## src/rtl/hca_pkg.sv

```systemverilog
package hca_pkg;
    // number of Brent-Kung levels for a given width
    function automatic int bk_levels(input int width);
        return $clog2(width);
    endfunction

    // up-sweep levels plus down-sweep levels
    function automatic int bk_stages(input int width);
        return 2 * $clog2(width) - 1;
    endfunction
endpackage

```

## src/rtl/hca_bk_prefix.sv

```systemverilog
module hca_bk_prefix #(
    parameter int W = 16
) (
    input  logic [W-1:0] x_i,
    input  logic [W-1:0] y_i,
    input  logic         cin_i,
    output logic [W-1:0] sum_o,
    output logic         cout_o
);
    import hca_pkg::*;

    localparam int LV = bk_levels(W);
    localparam int NS = bk_stages(W);

    logic [W-1:0] prop;
    logic [W-1:0] gen;
    logic [W-1:0] g_st [NS+1];
    logic [W-1:0] p_st [NS+1];
    logic [W-1:0] carry_in;

    // preprocessing: carry-in folded into the generate of bit 0
    assign prop = x_i ^ y_i;
    assign gen  = x_i & y_i;
    assign g_st[0] = {gen[W-1:1], gen[0] | (prop[0] & cin_i)};
    assign p_st[0] = prop;

    // carry generation network
    for (genvar t = 0; t < NS; t++) begin : g_stage
        for (genvar i = 0; i < W; i++) begin : g_bit
            if (t < LV) begin : g_up
                localparam int D = 2 ** t;
                if (((i + 1) % (2 * D)) == 0) begin : g_node
                    assign g_st[t+1][i] = g_st[t][i] | (p_st[t][i] & g_st[t][i-D]);
                    assign p_st[t+1][i] = p_st[t][i] & p_st[t][i-D];
                end else begin : g_pass
                    assign g_st[t+1][i] = g_st[t][i];
                    assign p_st[t+1][i] = p_st[t][i];
                end
            end else begin : g_down
                localparam int D = 2 ** (LV - 2 - (t - LV));
                if ((((i + 1) % (2 * D)) == D) && ((i + 1) >= 3 * D)) begin : g_node
                    assign g_st[t+1][i] = g_st[t][i] | (p_st[t][i] & g_st[t][i-D]);
                    assign p_st[t+1][i] = p_st[t][i] & p_st[t][i-D];
                end else begin : g_pass
                    assign g_st[t+1][i] = g_st[t][i];
                    assign p_st[t+1][i] = p_st[t][i];
                end
            end
        end
    end

    // postprocessing
    assign carry_in = {g_st[NS][W-2:0], cin_i};
    assign sum_o    = prop ^ carry_in;
    assign cout_o   = g_st[NS][W-1];
endmodule

```

## src/rtl/hca_const_ripple.sv

```systemverilog
module hca_const_ripple #(
    parameter int          W     = 8,
    parameter logic [W-1:0] CBITS = '0
) (
    input  logic [W-1:0] x_i,
    input  logic         cin_i,
    output logic [W-1:0] sum_o,
    output logic         cout_o
);
    logic [W:0] c;

    assign c[0] = cin_i;

    for (genvar j = 0; j < W; j++) begin : g_cell
        if (CBITS[j]) begin : g_one
            assign sum_o[j] = ~(x_i[j] ^ c[j]);
            assign c[j+1]   = x_i[j] | c[j];
        end else begin : g_zero
            assign sum_o[j] = x_i[j] ^ c[j];
            assign c[j+1]   = x_i[j] & c[j];
        end
    end

    assign cout_o = c[W];
endmodule

```

## src/rtl/hybrid_const_adder.sv

```systemverilog
module hybrid_const_adder #(
    parameter int                LO_W     = 16,
    parameter int                HI_W     = 8,
    parameter logic [HI_W-1:0]   HI_CONST = 8'hB2
) (
    input  logic [LO_W+HI_W-1:0] a_i,
    input  logic [LO_W-1:0]      b_lo_i,
    input  logic                 cin_i,
    output logic [LO_W+HI_W-1:0] sum_o,
    output logic                 cout_o
);
    localparam int W = LO_W + HI_W;

    logic            lo_carry;
    logic [LO_W-1:0] lo_sum;
    logic [HI_W-1:0] hi_sum;

    hca_bk_prefix #(.W(LO_W)) i_lo (
        .x_i    (a_i[LO_W-1:0]),
        .y_i    (b_lo_i),
        .cin_i  (cin_i),
        .sum_o  (lo_sum),
        .cout_o (lo_carry)
    );

    hca_const_ripple #(.W(HI_W), .CBITS(HI_CONST)) i_hi (
        .x_i    (a_i[W-1:LO_W]),
        .cin_i  (lo_carry),
        .sum_o  (hi_sum),
        .cout_o (cout_o)
    );

    assign sum_o = {hi_sum, lo_sum};
endmodule

```

## config.mk

```make
export PLATFORM = sky130hd
export DESIGN_NAME = hybrid_const_adder
export DESIGN_NICKNAME = d
export VERILOG_FILES = /design/src/rtl/hca_pkg.sv /design/src/rtl/hca_bk_prefix.sv /design/src/rtl/hca_const_ripple.sv /design/src/rtl/hybrid_const_adder.sv
export SDC_FILE = /design/constraint.sdc
export NUM_CORES = 1
export LEC_CHECK = 0
export BUFFER_PORTS_ARGS = -buffer_cell sky130_fd_sc_hd__buf_2
export CORE_UTILIZATION = 30
export DETAILED_ROUTE_END_ITERATION = 10
export GPL_TIMING_DRIVEN = 0
export MAX_ROUTING_LAYER = met4
export PLACE_DENSITY = 0.68
export SLEW_MARGIN = 10
export SYNTH_ARGS = -nofsm -noshare
export SYNTH_HDL_FRONTEND = slang
export SYNTH_SLANG_ARGS = --single-unit
```

## constraint.sdc

```tcl
create_clock -name vclk -period 5.7
set_input_delay 0.285 -clock vclk [all_inputs]
set_output_delay 0.285 -clock vclk [all_outputs]
set_load 0.005 [all_outputs]
```

==> flow_summary_export.csv <==
group,metric,value,unit
sta,max_slew_margin,82.2,%
synthesis,synth.distinct_cells,19,
min_path,worst_hold_path.endpoint,"sum_o[22]",
routing,routed_wl,1840,um
min_path,min_path_cells,3,
cells_and_area,register_area,0,sq um
critical_path,endpoint_kind,"output port",
synthesis,netlist.area_leader.share,32.8,%
floorplan,rows,18,
synthesis,synth_most_common_cell,"inv_1",
sta,hold_slack,0.855,ns
synthesis,synthTopCellsByArea,"ha_1, fa_1, inv_1, xnor2_1, a21oi_1",
synthesis,syn-cell-area,840,sq um
critical_path,cp.required,5.41,ns
placed_design,dp_hpwl,1780,um
cells_and_area,syn_to_final_growth,43.8,%
pwr,p_per_area,101,mW/mm^2
clock_tree,cts_resized,0,
sta,fmax,250,MHz
synthesis,yosys.area.top_type,"ha_1",
routing,wire_per_inst,9.17,um
floorplan,start_util,32.7,%
status,status,"completed",
floorplan,die_w,54.9,um
sta,fin_crit_sh,70.1,%
synthesis,synth_nets,177,
critical_path,worstPathArrival,3.71,ns
min_path,hold_path.class,"input pin to output port",
cells_and_area,nClkBuffers,0,
sta,final.setup.tns,0,ns
synthesis,syn_area_per_cell,8.00,sq um
floorplan,dieHeight,54.9,um
routing,via_per_inst,4.46,
job,drv_cap,0,
floorplan,pin_count,66,
sta,worst_slew_pin_slew,0.263,ns
synthesis,postSynthCellCount,105,
global_route,grt_pass1_vias,791,
sta,slew_violations,0,
global_route,antenna_found_initial,0,
critical_path,cpPeakStageDelay,0.41,ns
synthesis,seq_area_frac_synth,0,%
critical_path,start_kind,"input pin",
routing,remaining_drc_errors,0,
floorplan,dieArea,0.00301,sq mm
sta,finalHoldViolations,0,
cells_and_area,nets,245,
global_route,grt_usage,12.5,%
placed_design,placed_cell_area,0.00121,sq mm
pwr,cellLeakagePower,0.785,nW
sta,setup_viol,0,
synthesis,ys_warn_count,0,
global_route,grt_first_pass_wirelength,2820,um
critical_path,timing_worst_setup_path_type,"input pin to output port",
routing,ant_nets,0,
cells_and_area,drive_gt1_share,39.8,%
sta,rsz0062_at_grt,"no",
critical_path,cp_max_fo,3,
sta,period_needed,4.00,ns
routing,vias,897,
cells_and_area,antenna_cells,0,
floorplan,core_area,0.00257,sq mm
min_path,holdCritStartpoint,"a_i[22]",
routing,dr.pass1.iters,4,
cells_and_area,seq_cells,0,
clock_tree,hold_buffers,0,
synthesis,ys_top_cells_by_count,"inv_1, ha_1, fa_1, nor2_1",
critical_path,worst_path_max_delay_cell,"fa_1",
global_route,grt_max_degree,5,
routing,first_iter_violations,9,
placed_design,gp_congestion,0.675,
pwr,peakVddDrop,0.0480,mV
cells_and_area,fin_area,0.00121,sq mm
clock_tree,post_cts_buffers,0,
placed_design,numPortBuffers,66,
critical_path,cp_cell_sequence,"buf_2 -> inv_1 -> fa_1 -> inv_1 -> fa_1 -> a211o_1 -> a211o_1 -> a41oi_2 -> a21oi_1 -> ha_1 -> inv_1 -> ha_1 -> inv_1 -> ha_1 -> ha_1 -> inv_1 -> ha_1 -> ha_1 -> inv_1 -> ha_1 -> inv_1 -> ha_1 -> inv_1 -> buf_2",
global_route,overflow,0,
## power by group
| part | internal (mW) | leakage [nW] | switching [mW] | total (mW) |
|---|---|---|---|---|
| registers | 0 | 0 | 0 | 0 |
| clock network | 0 | 0 | 0 | 0 |
| logic | 0.0643 | 0.785 | 0.0581 | 0.122 |
## worst max path at each step
stage	start	cells past startpoint	slack [ns]	to
floorplan	a_i[0]	22	2.07	sum_o[23]
CTS	a_i[0]	24	1.64	sum_o[23]
finish	a_i[0]	24	1.70	sum_o[23]
global placement	a_i[0]	24	1.72	sum_o[23]
detailed placement	a_i[0]	24	1.64	sum_o[23]
global route	b_lo_i[0]	24	1.36	sum_o[23]
## logic make-up after synthesis
family                     after synthesis  share of synthesized area (%)
buffers and inverters                   36                           16.1
adders and majority gates               31                           54.2
xor gates and xnor gates                 7                           7.30
AOI/OAI and AO/OA                       20                           17.3
and+or+nand+nor                         11                           5.07
## critical path, delay by kind of cell
family,cells,cell delay [ns]
buf+inv,10,0.60
fa+ha+maj,10,1.87
compound gates,4,0.96
## layer usage
| layer | vias up | part of all wire [%] | GRT usage [%] | wire [um] |
|---|---|---|---|---|
| li1 | 465 | - | - | - |
| met1 | 393 | 39 | 13.1 | 712 |
| met2 | 39 | 53 | 27.1 | 977 |
| met3 | 0 | 8.3 | 0 | 153 |
| met4 | 0 | 0 | 0 | 0 |
| met5 | - | 0 | - | 0 |
## final cells by class
type | instances | area [sq um]
multi-input combinational | 69 | 704
inverter | 36 | 135
tap | 30 | 37.5
timing repair buffer | 66 | 330
fill | 273 | 1360
## layout by cell type (no fill, tap or decap), drive strengths merged
| cell | instances |
|---|---|
| a22oi | 1 |
| a21o | 4 |
| inv | 36 |
| a211oi | 1 |
| a21oi | 5 |
| buf | 66 |
| nor2 | 6 |
| ha | 22 |
| xnor2 | 5 |
| a41oi | 1 |
| xor2 | 2 |
| o211a | 1 |
| nor3 | 1 |
| a21boi | 1 |
| o21ai | 3 |
| a211o | 2 |
| o211ai | 1 |
| fa | 9 |
| nand2 | 4 |
## metrics by stage
step	power (mW)	utilization, %	std cells	worst slack [ns]
floorplan	0.0692	-	105	2.07
global placement	0.120	47.0	201	1.72
detailed placement	0.125	47.0	201	1.64
CTS	0.125	47.0	201	1.64
global route	0.145	47.0	201	1.36
finish	0.122	47.0	201	1.70
No activity file was read; power rests on OpenSTA's default activity.
